### src/rtl/fsr_pkg.sv
package fsr_pkg;

    localparam int FSR_CHANNELS   = 8;
    localparam int FSR_FRAME_BITS = 8;
    localparam int FSR_OVER_REL   = 2;
    localparam int FSR_OT_REL     = 4;

    typedef struct packed {
        logic por;
        logic under;
        logic over;
        logic ot;
    } fsr_latch_t;

    function automatic int pos_width(input int frame_bits);
        return $clog2(frame_bits + 2);
    endfunction

    // set has priority over a release in the same cycle
    function automatic logic latch_next(input logic q, input logic set, input logic rel);
        return set | (q & ~rel);
    endfunction

endpackage

### src/rtl/fsr_edge_counter.sv
module fsr_edge_counter #(
    parameter int POS_W = 4
) (
    input  logic             clk,
    input  logic             rst,
    input  logic             clr,
    input  logic             evt,
    input  logic             active,
    output logic             evt_ok,
    output logic [POS_W-1:0] cnt_o,
    output logic [POS_W-1:0] pos_o
);
    localparam logic [POS_W-1:0] MAXV = '1;
    localparam logic [POS_W-1:0] ONE  = POS_W'(1);

    logic [POS_W-1:0] cnt_q;
    logic [POS_W-1:0] inc;

    assign inc    = (cnt_q == MAXV) ? MAXV : cnt_q + ONE;
    assign evt_ok = evt & (active | clr);
    assign pos_o  = clr ? ONE : inc;
    assign cnt_o  = cnt_q;

    always_ff @(posedge clk) begin
        if (rst) begin
            cnt_q <= '0;
        end else if (clr) begin
            cnt_q <= evt ? ONE : '0;
        end else if (evt_ok) begin
            cnt_q <= inc;
        end
    end

    AST_CNT_RESTART: assert property (@(posedge clk) disable iff (rst)
        (clr && evt) |=> (cnt_o == ONE));
    AST_CNT_IDLE: assert property (@(posedge clk) disable iff (rst)
        (!active && !clr) |=> $stable(cnt_o));

endmodule

### src/rtl/fsr_frame_err.sv
module fsr_frame_err #(
    parameter int POS_W      = 4,
    parameter int FRAME_BITS = 8,
    parameter int OVER_REL   = 2
) (
    input  logic             clk,
    input  logic             rst,
    input  logic             fall_ok,
    input  logic [POS_W-1:0] fall_pos,
    input  logic             rise_ok,
    input  logic [POS_W-1:0] rise_pos,
    input  logic             cs_rise_ok,
    input  logic [POS_W-1:0] fall_cnt,
    input  logic [POS_W-1:0] rise_cnt,
    output logic             under_q,
    output logic             over_q,
    output logic             xfer_ok
);
    import fsr_pkg::*;

    localparam logic [POS_W-1:0] FULL      = POS_W'(FRAME_BITS);
    localparam logic [POS_W-1:0] OVER_POS  = POS_W'(FRAME_BITS + 1);
    localparam logic [POS_W-1:0] OVER_RELP = POS_W'(OVER_REL);

    logic under_set, under_rel, over_set, over_rel;

    assign under_set = cs_rise_ok && (fall_cnt < FULL);
    assign under_rel = fall_ok && (fall_pos == FULL);
    assign over_set  = rise_ok && (rise_pos == OVER_POS);
    assign over_rel  = fall_ok && (fall_pos == OVER_RELP);
    assign xfer_ok   = cs_rise_ok && (fall_cnt == FULL) && (rise_cnt <= FULL);

    always_ff @(posedge clk) begin
        if (rst) begin
            under_q <= 1'b0;
            over_q  <= 1'b0;
        end else begin
            under_q <= latch_next(under_q, under_set, under_rel);
            over_q  <= latch_next(over_q, over_set, over_rel);
        end
    end

    AST_UNDER_SET: assert property (@(posedge clk) disable iff (rst)
        (cs_rise_ok && fall_cnt < FULL) |=> under_q);
    AST_UNDER_CLR: assert property (@(posedge clk) disable iff (rst)
        (under_q && fall_ok && fall_pos == FULL && !cs_rise_ok) |=> !under_q);
    AST_OVER_SET: assert property (@(posedge clk) disable iff (rst)
        (rise_ok && rise_pos == OVER_POS) |=> over_q);
    AST_OVER_CLR: assert property (@(posedge clk) disable iff (rst)
        (over_q && fall_ok && fall_pos == OVER_RELP && !rise_ok) |=> !over_q);

endmodule

### src/rtl/fsr_ot_latch.sv
module fsr_ot_latch #(
    parameter int POS_W  = 4,
    parameter int OT_REL = 4
) (
    input  logic             clk,
    input  logic             rst,
    input  logic             ot_i,
    input  logic             fall_ok,
    input  logic [POS_W-1:0] fall_pos,
    output logic             ot_q
);
    import fsr_pkg::*;

    localparam logic [POS_W-1:0] RELP = POS_W'(OT_REL);

    logic rel;
    assign rel = fall_ok && (fall_pos == RELP) && !ot_i;

    always_ff @(posedge clk) begin
        if (rst) ot_q <= 1'b0;
        else     ot_q <= latch_next(ot_q, ot_i, rel);
    end

    AST_OT_SET: assert property (@(posedge clk) disable iff (rst)
        ot_i |=> ot_q);
    AST_OT_KEEP: assert property (@(posedge clk) disable iff (rst)
        (ot_q && !(fall_ok && fall_pos == RELP)) |=> ot_q);

endmodule

### src/rtl/fault_status_reporter.sv
module fault_status_reporter #(
    parameter int CHANNELS   = fsr_pkg::FSR_CHANNELS,
    parameter int FRAME_BITS = fsr_pkg::FSR_FRAME_BITS,
    parameter int OVER_REL   = fsr_pkg::FSR_OVER_REL,
    parameter int OT_REL     = fsr_pkg::FSR_OT_REL
) (
    input  logic                clk,
    input  logic                rst,
    input  logic                frame_start_i,
    input  logic                sclk_rise_i,
    input  logic                sclk_fall_i,
    input  logic                cs_rise_i,
    input  logic [CHANNELS-1:0] short_i,
    input  logic                overtemp_i,
    input  logic                standby_i,
    output logic                status_o
);
    import fsr_pkg::*;

    localparam int POS_W = pos_width(FRAME_BITS);

    logic             in_frame_q;
    logic             cs_rise_ok;
    logic             fall_ok, rise_ok, xfer_ok;
    logic [POS_W-1:0] fall_cnt, fall_pos, rise_cnt, rise_pos;
    fsr_latch_t       lat;

    always_ff @(posedge clk) begin
        if (rst)                in_frame_q <= 1'b0;
        else if (frame_start_i) in_frame_q <= 1'b1;
        else if (cs_rise_i)     in_frame_q <= 1'b0;
    end

    assign cs_rise_ok = cs_rise_i & in_frame_q & ~frame_start_i;

    fsr_edge_counter #(.POS_W(POS_W)) u_fall_cnt (
        .clk(clk), .rst(rst), .clr(frame_start_i), .evt(sclk_fall_i),
        .active(in_frame_q), .evt_ok(fall_ok), .cnt_o(fall_cnt), .pos_o(fall_pos)
    );

    fsr_edge_counter #(.POS_W(POS_W)) u_rise_cnt (
        .clk(clk), .rst(rst), .clr(frame_start_i), .evt(sclk_rise_i),
        .active(in_frame_q), .evt_ok(rise_ok), .cnt_o(rise_cnt), .pos_o(rise_pos)
    );

    fsr_frame_err #(.POS_W(POS_W), .FRAME_BITS(FRAME_BITS), .OVER_REL(OVER_REL)) u_frame_err (
        .clk(clk), .rst(rst), .fall_ok(fall_ok), .fall_pos(fall_pos),
        .rise_ok(rise_ok), .rise_pos(rise_pos), .cs_rise_ok(cs_rise_ok),
        .fall_cnt(fall_cnt), .rise_cnt(rise_cnt),
        .under_q(lat.under), .over_q(lat.over), .xfer_ok(xfer_ok)
    );

    fsr_ot_latch #(.POS_W(POS_W), .OT_REL(OT_REL)) u_ot (
        .clk(clk), .rst(rst), .ot_i(overtemp_i), .fall_ok(fall_ok),
        .fall_pos(fall_pos), .ot_q(lat.ot)
    );

    always_ff @(posedge clk) begin
        if (rst)          lat.por <= 1'b1;
        else if (xfer_ok) lat.por <= 1'b0;
    end

    assign status_o = (|lat) | standby_i | (|short_i);

    AST_POR_HOLD: assert property (@(posedge clk) disable iff (rst)
        (lat.por && !xfer_ok) |=> lat.por);
    AST_POR_DROP: assert property (@(posedge clk) disable iff (rst)
        xfer_ok |=> !lat.por);
    AST_STRAY_CS: assert property (@(posedge clk) disable iff (rst)
        (cs_rise_i && !in_frame_q && !frame_start_i && !lat.under) |=> !lat.under);

endmodule

### config.mk
export PLATFORM = sky130hd
export DESIGN_NAME = fault_status_reporter
export DESIGN_NICKNAME = d
export VERILOG_FILES = /design/src/rtl/fsr_pkg.sv /design/src/rtl/fsr_edge_counter.sv /design/src/rtl/fsr_frame_err.sv /design/src/rtl/fsr_ot_latch.sv /design/src/rtl/fault_status_reporter.sv
export SDC_FILE = /design/constraint.sdc
export NUM_CORES = 1
export LEC_CHECK = 0
export BUFFER_PORTS_ARGS = -buffer_cell sky130_fd_sc_hd__buf_2
export CORE_MARGIN = 2
export CORE_UTILIZATION = 51
export CTS_BUF_LIST = sky130_fd_sc_hd__clkbuf_4 sky130_fd_sc_hd__clkbuf_8 sky130_fd_sc_hd__clkbuf_16
export CTS_CLUSTER_DIAMETER = 120
export DETAILED_ROUTE_END_ITERATION = 12
export PLACE_DENSITY = 0.79
export SLEW_MARGIN = 20
export SYNTH_ARGS = -nofsm -noshare
export SYNTH_HDL_FRONTEND = slang
export SYNTH_SLANG_ARGS = --single-unit
export TNS_END_PERCENT = 5
### constraint.sdc
create_clock -name clk -period 1.9 [get_ports clk]
set_input_delay 0.57 -clock clk [delete_from_list [all_inputs] [get_ports clk]]
set_output_delay 0.57 -clock clk [all_outputs]
set_load 0.005 [all_outputs]
==> results.ini, run 1 <==
[floorplan]
die_width_um = 43
io_pins = 17
core_um2 = 1470
start_util_pct = 52.7
rows = 14
die_area_um2 = 1850
die_y_um = 43

[detailed_routing]
routed_wl_mm = 1.54
ant_nets = 0
wl_per_cell_um = 12.6
drt-initial-drc-count = 15
drc = 0
routed_via_density = 5.88
dr.pass1.iters = 4
num_vias = 717

[layout]
fin_util_pct = 59.7
layout.nets = 127
final_area_um2 = 878
drive_gt1_share_pct = 23.6
fin_cells = 122
n_antenna_cell = 0
num-fill-cells = 143
areaGrowthSynthToFinish_pct = 13.2

[global_routing]
first_global_vias = 621
grt_max_degree = 11
antenna_found_initial = 0
grt_pass1_wl_mm = 2.56
grt_usage_pct = 19.0
grt_overflow = 0

[logic_synthesis]
synth_nets = 110
ys_seq_area_share_pct = 33.5
avgSynthCellArea_um2 = 8.62
synth_warnings = 0
ys_ff_latch = 13
synth_cells = 90
synth_top_area_share_pct = 33.5
syn-cell-area_um2 = 776
synthTopCellsByArea = dfxtp_1, ha_1, nor2_1, nor3_1, inv_1
yosysTopAreaCell = dfxtp_1
ys_types = 38

[sta]
setup_viol = 0
worstMarginPinSlew_ns = 0.475
hold_ws_ns = 0.462
worst_slack_ns = 0.0394
setup_tns_ns = 0
relSlewSlack_pct = 68.1
fin_skew_ns = 0.000615
min_period_ns = 1.86
clock.fmax_mhz = 537
post-route-period-util_pct = 97.9
hold_viol = 0
report.final.slew_viol_count = 0
grt_setup_unrepaired = no

[worst_setup_path]
r2r-end = u_frame_err.over_q$_SDFF_PP0_
arrival_ns = 1.29
crit_end = status_o
cp_data_required_time_ns = 1.33
startpoint = short_i[0]
reg2regPathDepth = 5
worstSetupStartpointType = input pin
r2r-start = u_fall_cnt.cnt_o[0]$_SDFFE_PP0P_
end_kind = primary output
ff2ff_setup_slack_ns = 0.30
path_class = input pin to primary output
cp_max_fo = 1

[power]
power_uw = 547
leakage_nw = 0.347
powerDensity_nw_per_um2 = 622
peakVddDrop_v = 0.000484

[cts]
cts.sinks = 13
cts_inserted_buffers = 3
root_buffer = clkbuf_4
cts_tree = built
cts.clk_slew.worst_paths_ns = 0.08
cts_max_level = 1
cts_hold_buf = 0
cts_setup_buffers = 0
insertion_delay_ns = 0.28
cts.repair.resized = 0
clock_path_buffers = 2

[worst_hold_path]
holdPathStages = 2
min_path_type = flop to flop

[status]
status = finished, final reports clean

[placement]
dp_slack_ns = 0.0507
place_hpwl_mm = 1.19
port_buffers = 16
place_congestion = 0.805
dp.cells = 118
post_dp_cell_area_um2 = 848

[run]
cap_violations = 0

## worst max-delay path, cell delays in order
cell and delay, ns:
buf_2 0.09, nor4_1 0.32, nand4_1 0.16, buf_2 0.15
## synth_stat cells
library cell / instances
nand3_2: 1
nand2_1: 6
nand2b_1: 1
a21oi_1: 4
clkbuf_1: 1
o22ai_1: 1
a31oi_1: 1
o41ai_1: 1
o21ai_0: 1
buf_6: 1
or4b_1: 1
nor4b_1: 1
a311oi_1: 1
or2_1: 1
nand3_1: 1
nor2_1: 10
a2111oi_2: 1
dfxtp_1: 13
buf_4: 1
and4b_1: 1
a32o_1: 1
o21ai_1: 1
nor4_1: 3
o21a_1: 2
a21boi_0: 1
mux2i_4: 1
inv_1: 8
a211oi_1: 3
ha_1: 4
xnor2_1: 1
nand4b_4: 1
nand3b_1: 2
nor2b_1: 1
nand4_1: 2
and3_1: 1
a31oi_2: 1
buf_2: 1
nor3_1: 7
## report_power, final
part           switching, mW  total (mW)  internal (mW)
logic                 0.0355      0.0642         0.0287
clock network         0.0955       0.192         0.0960
registers             0.0102       0.291          0.281
total                  0.141       0.547          0.405
## worst min path at each step
stage	start	endpoint
after CTS	lat[3]$_SDFFE_PP1P_	lat[3]$_SDFFE_PP1P_
after floorplan	lat[3]$_SDFFE_PP1P_	lat[3]$_SDFFE_PP1P_
after global placement	lat[3]$_SDFFE_PP1P_	lat[3]$_SDFFE_PP1P_
after detailed placement	lat[3]$_SDFFE_PP1P_	lat[3]$_SDFFE_PP1P_
final	lat[3]$_SDFFE_PP1P_	lat[3]$_SDFFE_PP1P_
after global routing	lat[3]$_SDFFE_PP1P_	lat[3]$_SDFFE_PP1P_
## per-layer routing
metal	GRT usage [%]	share of wire (%)	up-vias
met1	22.1	46	337
met4	9.09	3.2	0
met2	30.0	47	11
met5	0	0	-
met3	8.09	3.9	8
li1	-	-	361
## kinds of logic after synthesis
group	after synthesis	synth area share, %
AND/OR/NAND/NOR	40	30.2
adder cells (fa/ha/maj)	4	6.45
buffers and inverters	12	7.42
AO/OA/AOI/OAI	19	18.4
XOR/XNOR	1	1.13
flip-flops	13	33.5
multiplexers	1	2.90
## state kept, by name, summed over array words and instances (netlist names)
| signal | count |
|---|---|
| u_ot.ot_q | 1 |
| u_fall_cnt.cnt_o | 4 |
| u_frame_err.over_q | 1 |
| u_frame_err.under_q | 1 |
| u_rise_cnt.cnt_o | 4 |
| in_frame_q | 1 |
| lat | 1 |
## placed cells by master (no fill, tap or decap)
cell type | netlist | layout
and3_1 | 1 | 1
xnor2_1 | 1 | 1
nand3_1 | 1 | 1
a31oi_2 | 1 | 1
nor4_1 | 3 | 3
dfxtp_1 | 13 | 13
o21ai_1 | 1 | 1
o41ai_1 | 1 | 1
nor2_1 | 10 | 10
a21boi_0 | 1 | 1
or2_1 | 1 | 1
inv_1 | 8 | 8
a21oi_1 | 4 | 4
nand4b_4 | 1 | 1
buf_2 | 1 | 16
o22ai_1 | 1 | 1
o21a_1 | 2 | 2
a31oi_1 | 1 | 1
ha_1 | 4 | 4
and4b_1 | 1 | 1
nor3_1 | 7 | 7
o21ai_0 | 1 | 1
or4b_1 | 1 | 1
nand3_2 | 1 | 1
nor2b_1 | 1 | 1
nand2b_1 | 1 | 1
nand3b_1 | 2 | 2
a2111oi_2 | 1 | 1
a32o_1 | 1 | 1
mux2i_4 | 1 | 1
clkbuf_4 | 0 | 4
nand2_1 | 6 | 6
a311oi_1 | 1 | 1
nor4b_1 | 1 | 1
a211oi_1 | 3 | 3
nand4_1 | 2 | 2
## layout make-up
class                      count  area, um2  share of cell area [%]
sequential                    13        260                    29.6
clock buffer                   4       30.0                    3.42
timing repair buffer          16       80.1                    9.12
multi-input combinational     65        458                    52.1
tap                           16       20.0                    2.28
inverter                       8       30.0                    3.42
No activity file was read; power rests on OpenSTA's default activity.
==> inputs of run 2 (changes only) <==
--- a/config.mk
+++ b/config.mk
@@ -6,6 +6,7 @@
 export NUM_CORES = 1
 export LEC_CHECK = 0
 export BUFFER_PORTS_ARGS = -buffer_cell sky130_fd_sc_hd__buf_2
+export CORE_ASPECT_RATIO = 0.9
 export CORE_MARGIN = 2
 export CORE_UTILIZATION = 51
 export CTS_BUF_LIST = sky130_fd_sc_hd__clkbuf_4 sky130_fd_sc_hd__clkbuf_8 sky130_fd_sc_hd__clkbuf_16
==> run 2 against run 1 <==
  * Flip-flop and latch count unchanged
  * Register-to-register slack worse by 0.03 ns
  * Via count fell by 0.70%
  * Sequential power is essentially flat
  * Combinational power is 1% lower
  * Sequential share of layout area barely moved
  * Worst setup slack gained 0.096 ns
  * Die area about the same
  * Final cell count is 0.82% lower
  * Critical path depth is the same
  * Global-route usage fell by 0.33 points
  * Clock power shrank 4%
==> results.ini, run 2 (synthesis results as in run 1) <==
[sta]
setup_viol = 0
worst_slack_ns = 0.136
hold_viol = 0
hold_ws_ns = 0.476
fin_skew_ns = 0.0107
setup_tns_ns = 0
clock.fmax_mhz = 567
post-route-period-util_pct = 92.9
grt_setup_unrepaired = no
worstMarginPinSlew_ns = 0.468
report.final.slew_viol_count = 0
min_period_ns = 1.76
relSlewSlack_pct = 68.6

[placement]
port_buffers = 16
place_congestion = 0.832
place_hpwl_mm = 1.13
dp_slack_ns = 0.121
dp.cells = 117

[global_routing]
antenna_found_initial = 0
grt_max_degree = 11
grt_pass1_wl_mm = 2.38
grt_overflow = 0
grt_usage_pct = 18.7
first_global_vias = 546

[floorplan]
io_pins = 17
rows = 13
die_width_um = 45.1
start_util_pct = 54.2
die_y_um = 41
core_um2 = 1430
die_area_um2 = 1850

[layout]
n_antenna_cell = 0
layout.nets = 127
layout_commonest_cell = buf_2
final_cell_mix = buf_2, dfxtp_1, nor2_1, inv_1, nor3_1
drive_gt1_share_pct = 23.6
areaGrowthSynthToFinish_pct = 13.1
num-fill-cells = 140
fin_cells = 121

[cts]
root_buffer = clkbuf_4
insertion_delay_ns = 0.27
cts.clk_slew.worst_paths_ns = 0.07
clock_path_buffers = 2
cts.sinks = 13
cts_inserted_buffers = 3
cts_tree = built
cts_max_level = 1
cts.repair.resized = 0
cts_hold_buf = 0
cts_setup_buffers = 0

[worst_setup_path]
path_class = input pin to primary output
cp_data_required_time_ns = 1.33
cp_max_fo = 1
cpPeakStageDelay_ns = 0.27
worstSetupStartpointType = input pin
crit_family = simple AND/OR/NAND/NOR gates
crit_chain = buf_2 > nor4_1 > nand4_1 > buf_2
critical_path_buf_inv_count = 2
end_kind = primary output
arrival_ns = 1.19
cp_common_cell = buf_2
crit_slowest_cell = nor4_1

[detailed_routing]
met3_length_um = 117
dr.pass1.iters = 4
dr_wl_met2_um = 637
drt-initial-drc-count = 13
routed.top_layer = met4
routed_wl_mm = 1.56
routed_via_density = 5.88
wl_met1_um = 785
ant_nets = 0
drc = 0
num_vias = 712
wl_per_cell_um = 12.9

[power]
leakage_nw = 0.347
power_uw = 539
p_int_uw = 405
powerDensity_nw_per_um2 = 615
power_switching_uw = 134
peakVddDrop_v = 0.000478
seqPwrFrac_pct = 54.0
clock_power_share_pct = 34.2
switching_share_pct = 24.9
p_comb_share_pct = 11.8

[run]
cap_violations = 0

[status]
status = finished, final reports clean

[worst_hold_path]
min_path_type = flop to flop

## run 2: cell counts in the layout (fill, tap and decap cells not counted)
Identical to the previous run, type by type.
## run 2: metrics by stage
stage | util (%) | area [um2]
finish | 61.3 | 877
global route | 61.3 | 877
CTS | 61.3 | 877
detailed placement | 59.2 | 847
global placement | 59.2 | 847
floorplan | - | 776
## run 2: tightest hold or removal path, delay by kind of cell (launching register included)
family	cells	cell delay, ns
and+or+nand+nor	1	0.05
DFF	1	0.32
AOI/OAI and AO/OA	1	0.06
## run 2: power groups by stage
| stage | registers (mW) | clock network [mW] | logic [mW] |
|---|---|---|---|
| after floorplan | 0.295 | 0 | 0.0407 |
| after global placement | 0.297 | 0 | 0.0616 |
| after detailed placement | 0.297 | 0 | 0.0626 |
| after CTS | 0.291 | 0.188 | 0.0628 |
| after global routing | 0.293 | 0.205 | 0.0719 |
| final | 0.291 | 0.185 | 0.0634 |
## run 2: area by class of cell
cell class              count  area (um2)  share of cell area, %
repair buffers             16        80.1                   9.13
flip-flops and latches     13         260                   29.7
multi-input cells          65         458                   52.2
clock buffers               4        30.0                   3.42
well taps                  15        18.8                   2.14
inverters                   8        30.0                   3.42
## run 2: path summary, 6_finish.rpt
check / end / depth (start not counted) / startpoint / slack, ns
setup / recovery: status_o / 4 / short_i[0] / 0.14
setup reg to reg: u_frame_err.over_q$_SDFF_PP0_ / 5 / u_fall_cnt.cnt_o[0]$_SDFFE_PP0P_ / 0.27
hold / removal: lat[3]$_SDFFE_PP1P_ / 2 / lat[3]$_SDFFE_PP1P_ / 0.48
hold reg to reg: lat[3]$_SDFFE_PP1P_ / 2 / lat[3]$_SDFFE_PP1P_ / 0.48
## run 2: metal layers
layer / global-route usage [%] / vias up
met1: 24.7 / 323
li1: - / 360
met4: 8.82 / 0
met3: 3.96 / 2
met5: 0 / -
met2: 29.3 / 27
==> inputs of run 3 (changes only) <==
--- a/config.mk
+++ b/config.mk
@@ -8,13 +8,14 @@
 export BUFFER_PORTS_ARGS = -buffer_cell sky130_fd_sc_hd__buf_2
 export CORE_ASPECT_RATIO = 0.9
 export CORE_MARGIN = 2
-export CORE_UTILIZATION = 51
+export CORE_UTILIZATION = 56
 export CTS_BUF_LIST = sky130_fd_sc_hd__clkbuf_4 sky130_fd_sc_hd__clkbuf_8 sky130_fd_sc_hd__clkbuf_16
 export CTS_CLUSTER_DIAMETER = 120
 export DETAILED_ROUTE_END_ITERATION = 12
-export PLACE_DENSITY = 0.79
+export PLACE_DENSITY = 0.84
 export SLEW_MARGIN = 20
 export SYNTH_ARGS = -nofsm -noshare
 export SYNTH_HDL_FRONTEND = slang
+export SYNTH_HIERARCHICAL = 1
 export SYNTH_SLANG_ARGS = --single-unit
 export TNS_END_PERCENT = 5
==> constraint.sdc (replaced) <==
create_clock -name clk -period 2.24 [get_ports clk]
set_input_delay 0.672 -clock clk [delete_from_list [all_inputs] [get_ports clk]]
set_output_delay 0.672 -clock clk [all_outputs]
set_load 0.005 [all_outputs]
==> run 3 against run 2 <==
  * Clock power is 16% lower
  * Hold slack worse by 0.011 ns
  * Global-route usage is 1.2 points higher
  * Register-to-register slack better by 0.16 ns
  * Routed wire length up 6.0%
  * Critical endpoint unchanged
  * Flip-flop and latch count unchanged
  * Via count is 9.0% higher
==> results.ini, run 3 <==
[cts]
cts_hold_buf = 0
insertion_delay_ns = 0.28
root_buffer = clkbuf_4
cts_max_level = 1
cts_setup_buffers = 0
cts_inserted_buffers = 3
cts.repair.resized = 0
clock_path_buffers = 2
cts.sinks = 13
cts_tree = built
cts.clk_slew.worst_paths_ns = 0.07

[sta]
clock.fmax_mhz = 511
report.final.slew_viol_count = 0
setup_tns_ns = 0
worstMarginPinSlew_ns = 0.342
post-route-period-util_pct = 87.4
min_period_ns = 1.96
fin_skew_ns = 0.00441
grt_setup_unrepaired = no
setup_viol = 0
relSlewSlack_pct = 77.1
hold_viol = 0

[worst_setup_path]
cp_max_fo = 1
path_class = input pin to primary output
crit_chain = buf_2 > nor4_1 > nand4_1 > buf_2
worstSetupStartpointType = input pin
cp_common_cell = buf_2
crit_slowest_cell = nor4_1
arrival_ns = 1.29
end_kind = primary output
critical_path_buf_inv_count = 2
crit_family = simple AND/OR/NAND/NOR gates
cp_data_required_time_ns = 1.57
cpPeakStageDelay_ns = 0.26

[global_routing]
grt_overflow = 0
grt_pass1_wl_mm = 2.51
antenna_found_initial = 0
grt_max_degree = 14
first_global_vias = 590
grt_usage_pct = 19.9

[power]
seqPwrFrac_pct = 52.6
powerDensity_nw_per_um2 = 505
power_switching_uw = 121
peakVddDrop_v = 0.000482
switching_share_pct = 25.7
p_comb_share_pct = 14.6
clock_power_share_pct = 32.8
p_int_uw = 350
leakage_nw = 0.344

[placement]
post_dp_cell_area_um2 = 903
place_hpwl_mm = 1.24
place_congestion = 0.839
port_buffers = 16

[logic_synthesis]
avgSynthCellArea_um2 = 8.80
synth_cells = 94
yosysTopAreaCell = dfxtp_1
synth_warnings = 6
synth_nets = 112
ys_seq_area_share_pct = 31.5
synth_most_common_cell = dfxtp_1
synth-edff-count = 0
ys_types = 30
ys_top_cells_by_count = dfxtp_1, nor2_1, a21oi_1
synth_top_area_share_pct = 31.5
ys_ff_latch = 13
synthTopCellsByArea = dfxtp_1, a2111oi_2, nor2_1, o21a_4, a21oi_1
async_reset_ff_share_pct = 0
syn-cell-area_um2 = 827
synth_flop_cell = dfxtp_1

[layout]
layout.nets = 130
n_antenna_cell = 0
layout_commonest_cell = buf_2
areaGrowthSynthToFinish_pct = 12.9
drive_gt1_share_pct = 30.6
final_area_um2 = 933
final_cell_mix = buf_2, dfxtp_1, nor2_1, a21oi_1

[floorplan]
die_width_um = 44.5
die_y_um = 40.5
die_area_um2 = 1800
core_um2 = 1420
start_util_pct = 58.4
rows = 13
io_pins = 17

[detailed_routing]
wl_per_cell_um = 13.1
drc = 0
routed_wl_mm = 1.65
dr.pass1.iters = 4
routed_via_density = 6.16
ant_nets = 0
drt-initial-drc-count = 18
num_vias = 776

[status]
status = finished, final reports clean

[run]
cap_violations = 0

[worst_hold_path]
min_path_type = flop to flop

run 3: cell count changes after synthesis, sizes merged, moves of 3 or more:
cell,delta
nand2b,+3
inv,-4
a2111oi,+3
nor3,-3
a21oi,+3
run 3: per-layer routing:
metal / up-vias / wire length (um) / track usage (%)
li1: 401 / - / -
met1: 346 / 785 / 25.0
met2: 29 / 754 / 31.9
met3: 0 / 110 / 8.11
met4: 0 / 0 / 4.55
met5: - / 0 / 0
run 3: worst paths after layout:
path	from	endpoint	slack (ns)	depth (start not counted)
setup reg to reg	u_fall_cnt/cnt_o[0]$_SDFFE_PP0P_	u_frame_err/under_q$_SDFF_PP0_	0.43	7
setup / recovery	short_i[3]	status_o	0.28	4
hold reg to reg	lat[3]$_SDFFE_PP1P_	lat[3]$_SDFFE_PP1P_	0.46	1
hold / removal	lat[3]$_SDFFE_PP1P_	lat[3]$_SDFFE_PP1P_	0.46	1
run 3: worst register-to-register path: cells and delay by family (launching register included):
family / cells / cell delay (ns)
adders and majority gates: 1 / 0.31
DFF: 1 / 0.44
and+or+nand+nor: 4 / 0.72
AOI/OAI and AO/OA: 2 / 0.21
run 3: through the flow:
stage	setup WS (ns)	cells	hold WS [ns]	util [%]	total power, mW
6_report	0.281	126	0.464	66.0	0.471
5_1_grt	0.228	126	0.485	66.0	0.495
4_1_cts	0.261	126	0.471	66.0	0.475
3_5_place_dp	0.261	122	0.454	63.8	0.321
3_3_place_gp	0.305	122	0.448	63.8	0.318
2_1_floorplan	0.521	94	0.434	-	0.295
run 3: cells by family after synthesis:
logic type	share of synthesized area (%)
AND/OR/NAND/NOR	30.1
AO/OA/AOI/OAI	30.0
flip-flops	31.5
buffers and inverters	5.45
adder cells (fa/ha/maj)	3.03
run 3: power groups by stage:
stage	sequential, mW	combinational (mW)	clock, mW
2_1_floorplan	0.251	0.0444	0
3_3_place_gp	0.253	0.0652	0
3_5_place_dp	0.253	0.0681	0
4_1_cts	0.248	0.0687	0.158
5_1_grt	0.250	0.0755	0.170
6_report	0.248	0.0688	0.155
run 3: area by class of cell:
type | instances | area (um2)
multi-input combinational | 73 | 522
fill | 127 | 482
sequential | 13 | 260
timing repair buffer | 17 | 87.6
clock buffer | 4 | 30.0
tap | 15 | 18.8
inverter | 4 | 15.0
